$ cat config.mk
export PLATFORM = sky130hd
export DESIGN_NAME = free_counter_alarm
export DESIGN_NICKNAME = d
export VERILOG_FILES = /design/src/rtl/free_counter_alarm.sv
export SDC_FILE = /design/constraint.sdc
export NUM_CORES = 1
export LEC_CHECK = 0
export ABC_AREA = 1
export BUFFER_PORTS_ARGS = -buffer_cell sky130_fd_sc_hd__buf_4
export CORE_MARGIN = 2
export CORE_UTILIZATION = 53
export CTS_CLUSTER_SIZE = 25
export DETAILED_ROUTE_END_ITERATION = 8
export PLACE_DENSITY = 0.72
export SETUP_SLACK_MARGIN = 0.5
export SLEW_MARGIN = 5
export SYNTH_ARGS = -nofsm -noshare
export SYNTH_HDL_FRONTEND = slang
export SYNTH_SLANG_ARGS = --single-unit
$ cat constraint.sdc
create_clock -name clk -period 4.22 [get_ports clk]
set_clock_uncertainty 0.1 [all_clocks]
set_input_delay 0.211 -clock clk [delete_from_list [all_inputs] [get_ports clk]]
set_output_delay 0.211 -clock clk [all_outputs]
set_load 0.1 [all_outputs]
$ cat src/rtl/free_counter_alarm.sv
module free_counter_alarm #(
  parameter int          ADDR_W    = 18,
  parameter int          DIV       = 3,
  parameter int          CMP_HI_W  = 20,
  parameter logic [63:0] CNT_START = 64'h0
) (
  input  logic              clk,
  input  logic              rst_n,
  input  logic              fast_tick,
  input  logic [ADDR_W-1:0] addr,
  input  logic              wr_en,
  input  logic [31:0]       wdata,
  output logic [31:0]       rdata,
  output logic              irq
);
  localparam int PRE_W = (DIV > 1) ? $clog2(DIV) : 1;
  localparam int CMP_W = 32 + CMP_HI_W;
  localparam logic [ADDR_W-1:0] A_CNT_LO  = ADDR_W'('h00008);
  localparam logic [ADDR_W-1:0] A_CNT_HI  = ADDR_W'('h0000C);
  localparam logic [ADDR_W-1:0] A_ALT_LO  = ADDR_W'('h20008);
  localparam logic [ADDR_W-1:0] A_ALT_HI  = ADDR_W'('h2000C);
  localparam logic [ADDR_W-1:0] A_CMP_LO  = ADDR_W'('h10020);
  localparam logic [ADDR_W-1:0] A_CMP_HI  = ADDR_W'('h10024);
  localparam logic [ADDR_W-1:0] A_CTRL    = ADDR_W'('h1002C);

  logic [PRE_W-1:0]    pre_q;
  logic [63:0]         cnt_q;
  logic [CMP_HI_W-1:0] stage_q;
  logic [CMP_W-1:0]    cmp_q;
  logic                en_q, mask_q, status_q;

  wire tick    = fast_tick | (pre_q == PRE_W'(DIV - 1));
  wire wr_lo   = wr_en && (addr == A_CMP_LO);
  wire wr_hi   = wr_en && (addr == A_CMP_HI);
  wire wr_ctrl = wr_en && (addr == A_CTRL);
  wire en_d    = wr_ctrl ? wdata[0] : en_q;
  wire hit     = cnt_q >= {{(64-CMP_W){1'b0}}, cmp_q};

  always_ff @(posedge clk) begin
    if (!rst_n) begin
      pre_q <= '0;
      cnt_q <= CNT_START;
    end else begin
      pre_q <= tick ? '0 : pre_q + PRE_W'(1);
      if (tick) cnt_q <= cnt_q + 64'd1;
    end
  end

  always_ff @(posedge clk) begin
    if (!rst_n) begin
      stage_q  <= '0;
      cmp_q    <= '0;
      en_q     <= 1'b0;
      mask_q   <= 1'b0;
      status_q <= 1'b0;
    end else begin
      if (wr_hi) stage_q <= wdata[CMP_HI_W-1:0];
      if (wr_lo) cmp_q <= {stage_q, wdata};
      if (wr_ctrl) mask_q <= wdata[1];
      en_q     <= en_d;
      status_q <= en_d & (status_q | hit);
    end
  end

  always_comb begin
    case (addr)
      A_CNT_LO, A_ALT_LO: rdata = cnt_q[31:0];
      A_CNT_HI, A_ALT_HI: rdata = cnt_q[63:32];
      A_CMP_LO:           rdata = cmp_q[31:0];
      A_CMP_HI:           rdata = {{(32-CMP_HI_W){1'b0}}, cmp_q[CMP_W-1:32]};
      A_CTRL:             rdata = {29'b0, status_q, mask_q, en_q};
      default:            rdata = '0;
    endcase
  end

  assign irq = status_q & ~mask_q;


  fast_step_chk: assert property (@(posedge clk) disable iff (!rst_n)
    fast_tick |=> cnt_q == $past(cnt_q) + 64'd1);

  single_step_chk: assert property (@(posedge clk) disable iff (!rst_n)
    1'b1 |=> (cnt_q == $past(cnt_q)) || (cnt_q == $past(cnt_q) + 64'd1));

  staged_hi_chk: assert property (@(posedge clk) disable iff (!rst_n)
    wr_hi |=> $stable(cmp_q));

  en_guard_chk: assert property (@(posedge clk) disable iff (!rst_n)
    status_q |-> en_q);

  sticky_chk: assert property (@(posedge clk) disable iff (!rst_n)
    (status_q && !(wr_ctrl && !wdata[0])) |=> status_q);

  ack_clear_chk: assert property (@(posedge clk) disable iff (!rst_n)
    (wr_ctrl && !wdata[0]) |=> !irq);
endmodule

==> metrics.md <==
| Metric | Value |
|---|---|
| Outcome | `completed` |
| GR Util met2 | `50.2%` |
| CTS tree | `built` |
| Register area | `0.00282 mm²` |
| Max FO, Critical Path | `18` |
| Async SR Flop Fraction | `0%` |
| Critical Path Sink Type | `primary output` |
| Total negative slack | `0 ps` |
| Die height | `132 µm` |
| Via count | `9,348` |
| Min-delay src | `wr_en` |
| CP Launch Point | `addr[7]` |
| Post-synth top flop | `dfxtp_1` |
| WL per Instance | `16.8 µm` |
| Gr ovfl total | `0` |
| Cell Pwr Density | `between 200 and 300 mW/mm²` |
| WP data required | `between 3000 and 4000 ps` |
| Commonest non-fill, non-tap cells in the layout | `288 x nor2_1, 259 x nand2_1, 169 x inv_1` |
| Worst Setup Start Kind | `primary input` |
| GRT busiest layer | `met2` |
| Critical path capture point | `rdata[22]` |
| Final period utilization | `~76%` |
| R2R setup slack | `1410 ps` |
| R2R Path End | `cnt_q[56]$_SDFFE_PN0P_` |
| Net Switching | `roughly 760 µW` |
| Total wire length | `28,200 µm` |
| Core area | `approximately 0.016 mm²` |
| Worst r2r src | `cnt_q[0]$_SDFFE_PN0P_` |
| Clock share of power | `51.3%` |
| Number of clock sinks | `around 140` |
| RSZ-0062 raised after global routing | `false` |
| Total CTS buffers | `17` |
| Post-synthesis cell type count | `44` |
| Final slew viol count | `0` |
| Area of the multi-input gates | `0.00502 mm²` |
| Number of cells on the worst reg-to-reg path | `11` |
| Die Wd | `132 µm` |
| Combinational share of power | `4.9%` |
| Longest Clk Path Bufs | `2` |
| Post-Syn Nets | `1,452` |
| Sequential Power Share | `43.8%` |
| Met1 usage | `45.4%` |
| DR DRC count | `0` |
| Synth Register Bits | `141` |
| DRT Pass-1 Iters | `5` |
| Syn Inst Count | `1,344` |
| Clock Tree Root | `clkbuf_16` |
| Setup Buffers After CTS | `0` |
| Post-route setup slack | `~1000 ps` |
| Minimum clock period | `3210 ps` |
| Maximum vdd drop | `0.000293 V` |
| Clk pin slew, worst setup/hold paths | `70 ps` |
| Number of synthesized flops with an enable pin | `0` |
| Initial DRC count | `921` |
| Maxcap violations | `0` |
| Syn Std Cell Area | `slightly below 0.009 mm²` |
| H-tree levels | `4` |
| Global-route wire length before repair | `45,000 µm` |
| Fin util | `65.2%` |
| Row cnt | `46` |
| Layout cell share with drive strength beyond 1 | `10.1%` |
| Vias per std cell | `5.57` |
| Relative slew slack | `28.2%` |
| Fin nets | `1,557` |
| Leak pwr | `0.00430 µW` |
| Int Power | `between 2000 and 2500 µW` |
| Antenna violations before repair | `0` |
| Gpl congestion | `0.925` |
| Mapped Avg Cell Area | `6.45 µm²` |
| Largest net degree at the start of global routing | `114` |
| Setup Crit Path Kind | `primary input to primary output` |
| Fmax | `0.311 GHz` |
| CP arrival | `2900 ps` |
| DIE AREA | `0.0174 mm²` |
| GRT Resource Usage Total | `about 32%` |
| Clk_lat worst skew | `430 ps` |
| Leading cell type in the layout, fill and taps excluded | `nor2_1` |
| N_diodes | `0` |
| PortBufs | `between 80 and 90` |
| Worst Hold Class | `primary input to flop` |
| Hold violation count in the final report | `0` |
| GRT met3 Usage | `5.96%` |
| Filler cell count | `approximately 1,500` |
| Sequential-to-total area share from yosys stat | `32.5%` |
| Setup WS pre-CTS | `1090 ps` |
| DP HPWL | `~21,000 µm` |
| Pin slew with the least headroom to its limit | `1080 ps` |
| Antenna viol nets, final | `0` |
| Starting density of the core | `between 50% and 60%` |
| Area grow syn2layout | `19.9%` |
| Syn. warnings | `0` |
| Number of global-route vias before repair | `about 8,700` |
| Switching share of power | `24.7%` |
| Final setup violation count | `0` |
| IO Count | `87` |
==> routing by layer <==
layer	vias to the layer above	wire, µm
met1	4328	12700
li1	4599	-
met3	47	2270
met2	374	12700
met5	-	0
met4	0	653
==> cell families after synthesis <==
family          count (synthesis)  synth area share (%)
simple gates                  710                  35.2
buf+inv                       214                  9.58
compound gates                213                  13.7
flops                         141                  32.5
fa+ha+maj                      54                  7.79
xor+xnor                       12                  1.21
==> what timing repair did <==
action / 4_1_cts / 5_1_grt
endpoints found under the setup margin: 0 / 0
resized for setup: 0 / 0
endpoints found under the hold margin: 53 / 0
hold buffers: 32 / 0
==> cell usage after synthesis (all sizes together), types with 6 or more instances <==
cell type / count / share of area, %
o211ai: 6 / 0.58
xor2: 9 / 0.91
dfxtp: 141 / 33
inv: 171 / 7.4
nor2: 293 / 13
o221ai: 7 / 0.71
o21a: 6 / 0.52
nand4: 40 / 3.0
nand2: 261 / 11
nand3: 44 / 2.7
clkbuf: 20 / 0.87
o21ai: 108 / 6.2
o2111ai: 10 / 1.0
nor3: 56 / 3.7
ha: 54 / 7.8
buf: 22 / 1.3
nor4: 7 / 0.85
a21oi: 67 / 3.9
==> registers in the layout, indices dropped and copies added (netlist names) <==
name      flops
cmp_q        52
cnt_q        64
en_q          1
mask_q        1
pre_q         2
stage_q      20
status_q      1
==> through the flow <==
stage	std cells	area [µm²]	hold WS (ps)	total power, µW
2_1_floorplan	1344	8670	246	1420
3_3_place_gp	1614	9480	311	1490
3_5_place_dp	1614	9480	316	1490
4_1_cts	1678	10400	148	3060
5_1_grt	1678	10400	159	3130
6_report	1678	10400	176	3050
==> worst min path at each step <==
stage | end | slack, ps | cells after the start
finish | mask_q$_SDFFE_PN0P_ | 180 | 3
global route | mask_q$_SDFFE_PN0P_ | 160 | 3
CTS | mask_q$_SDFFE_PN0P_ | 150 | 3
detailed placement | pre_q[0]$_SDFF_PP0_ | 320 | 1
global placement | pre_q[0]$_SDFF_PP0_ | 310 | 1
floorplan | cmp_q[24]$_SDFFE_PN0P_ | 250 | 2
==> worst max-delay path, stage by stage <==
cell and delay, ps:
buf_4 100, or2_2 340, nor3_2 570, nand3_2 130, buf_4 260, inv_1 590, nand2_1 130, o211ai_1 160
nand2_1 70, inv_1 60, buf_4 280
==> power by group through the flow <==
| stage | Sequential [µW] | Clock (µW) | Combinational [µW] |
|---|---|---|---|
| 6_report | 1340 | 1570 | 149 |
| 4_1_cts | 1340 | 1570 | 147 |
| 2_1_floorplan | 1370 | 0 | 58.0 |
| 5_1_grt | 1340 | 1630 | 163 |
| 3_5_place_dp | 1370 | 0 | 122 |
| 3_3_place_gp | 1370 | 0 | 121 |
==> layout make-up <==
type / instances / share of cell area, %
Clock buffer: 17 / 4.09
Clock inverter: 15 / 1.68
Inverter: 172 / 6.21
Multi-Input combinational cell: 989 / 48.3
Sequential cell: 141 / 27.1
Tap cell: 216 / 2.60
Timing Repair Buffer: 128 / 10.0
Note: power is estimated with default switching activity, not from simulation.
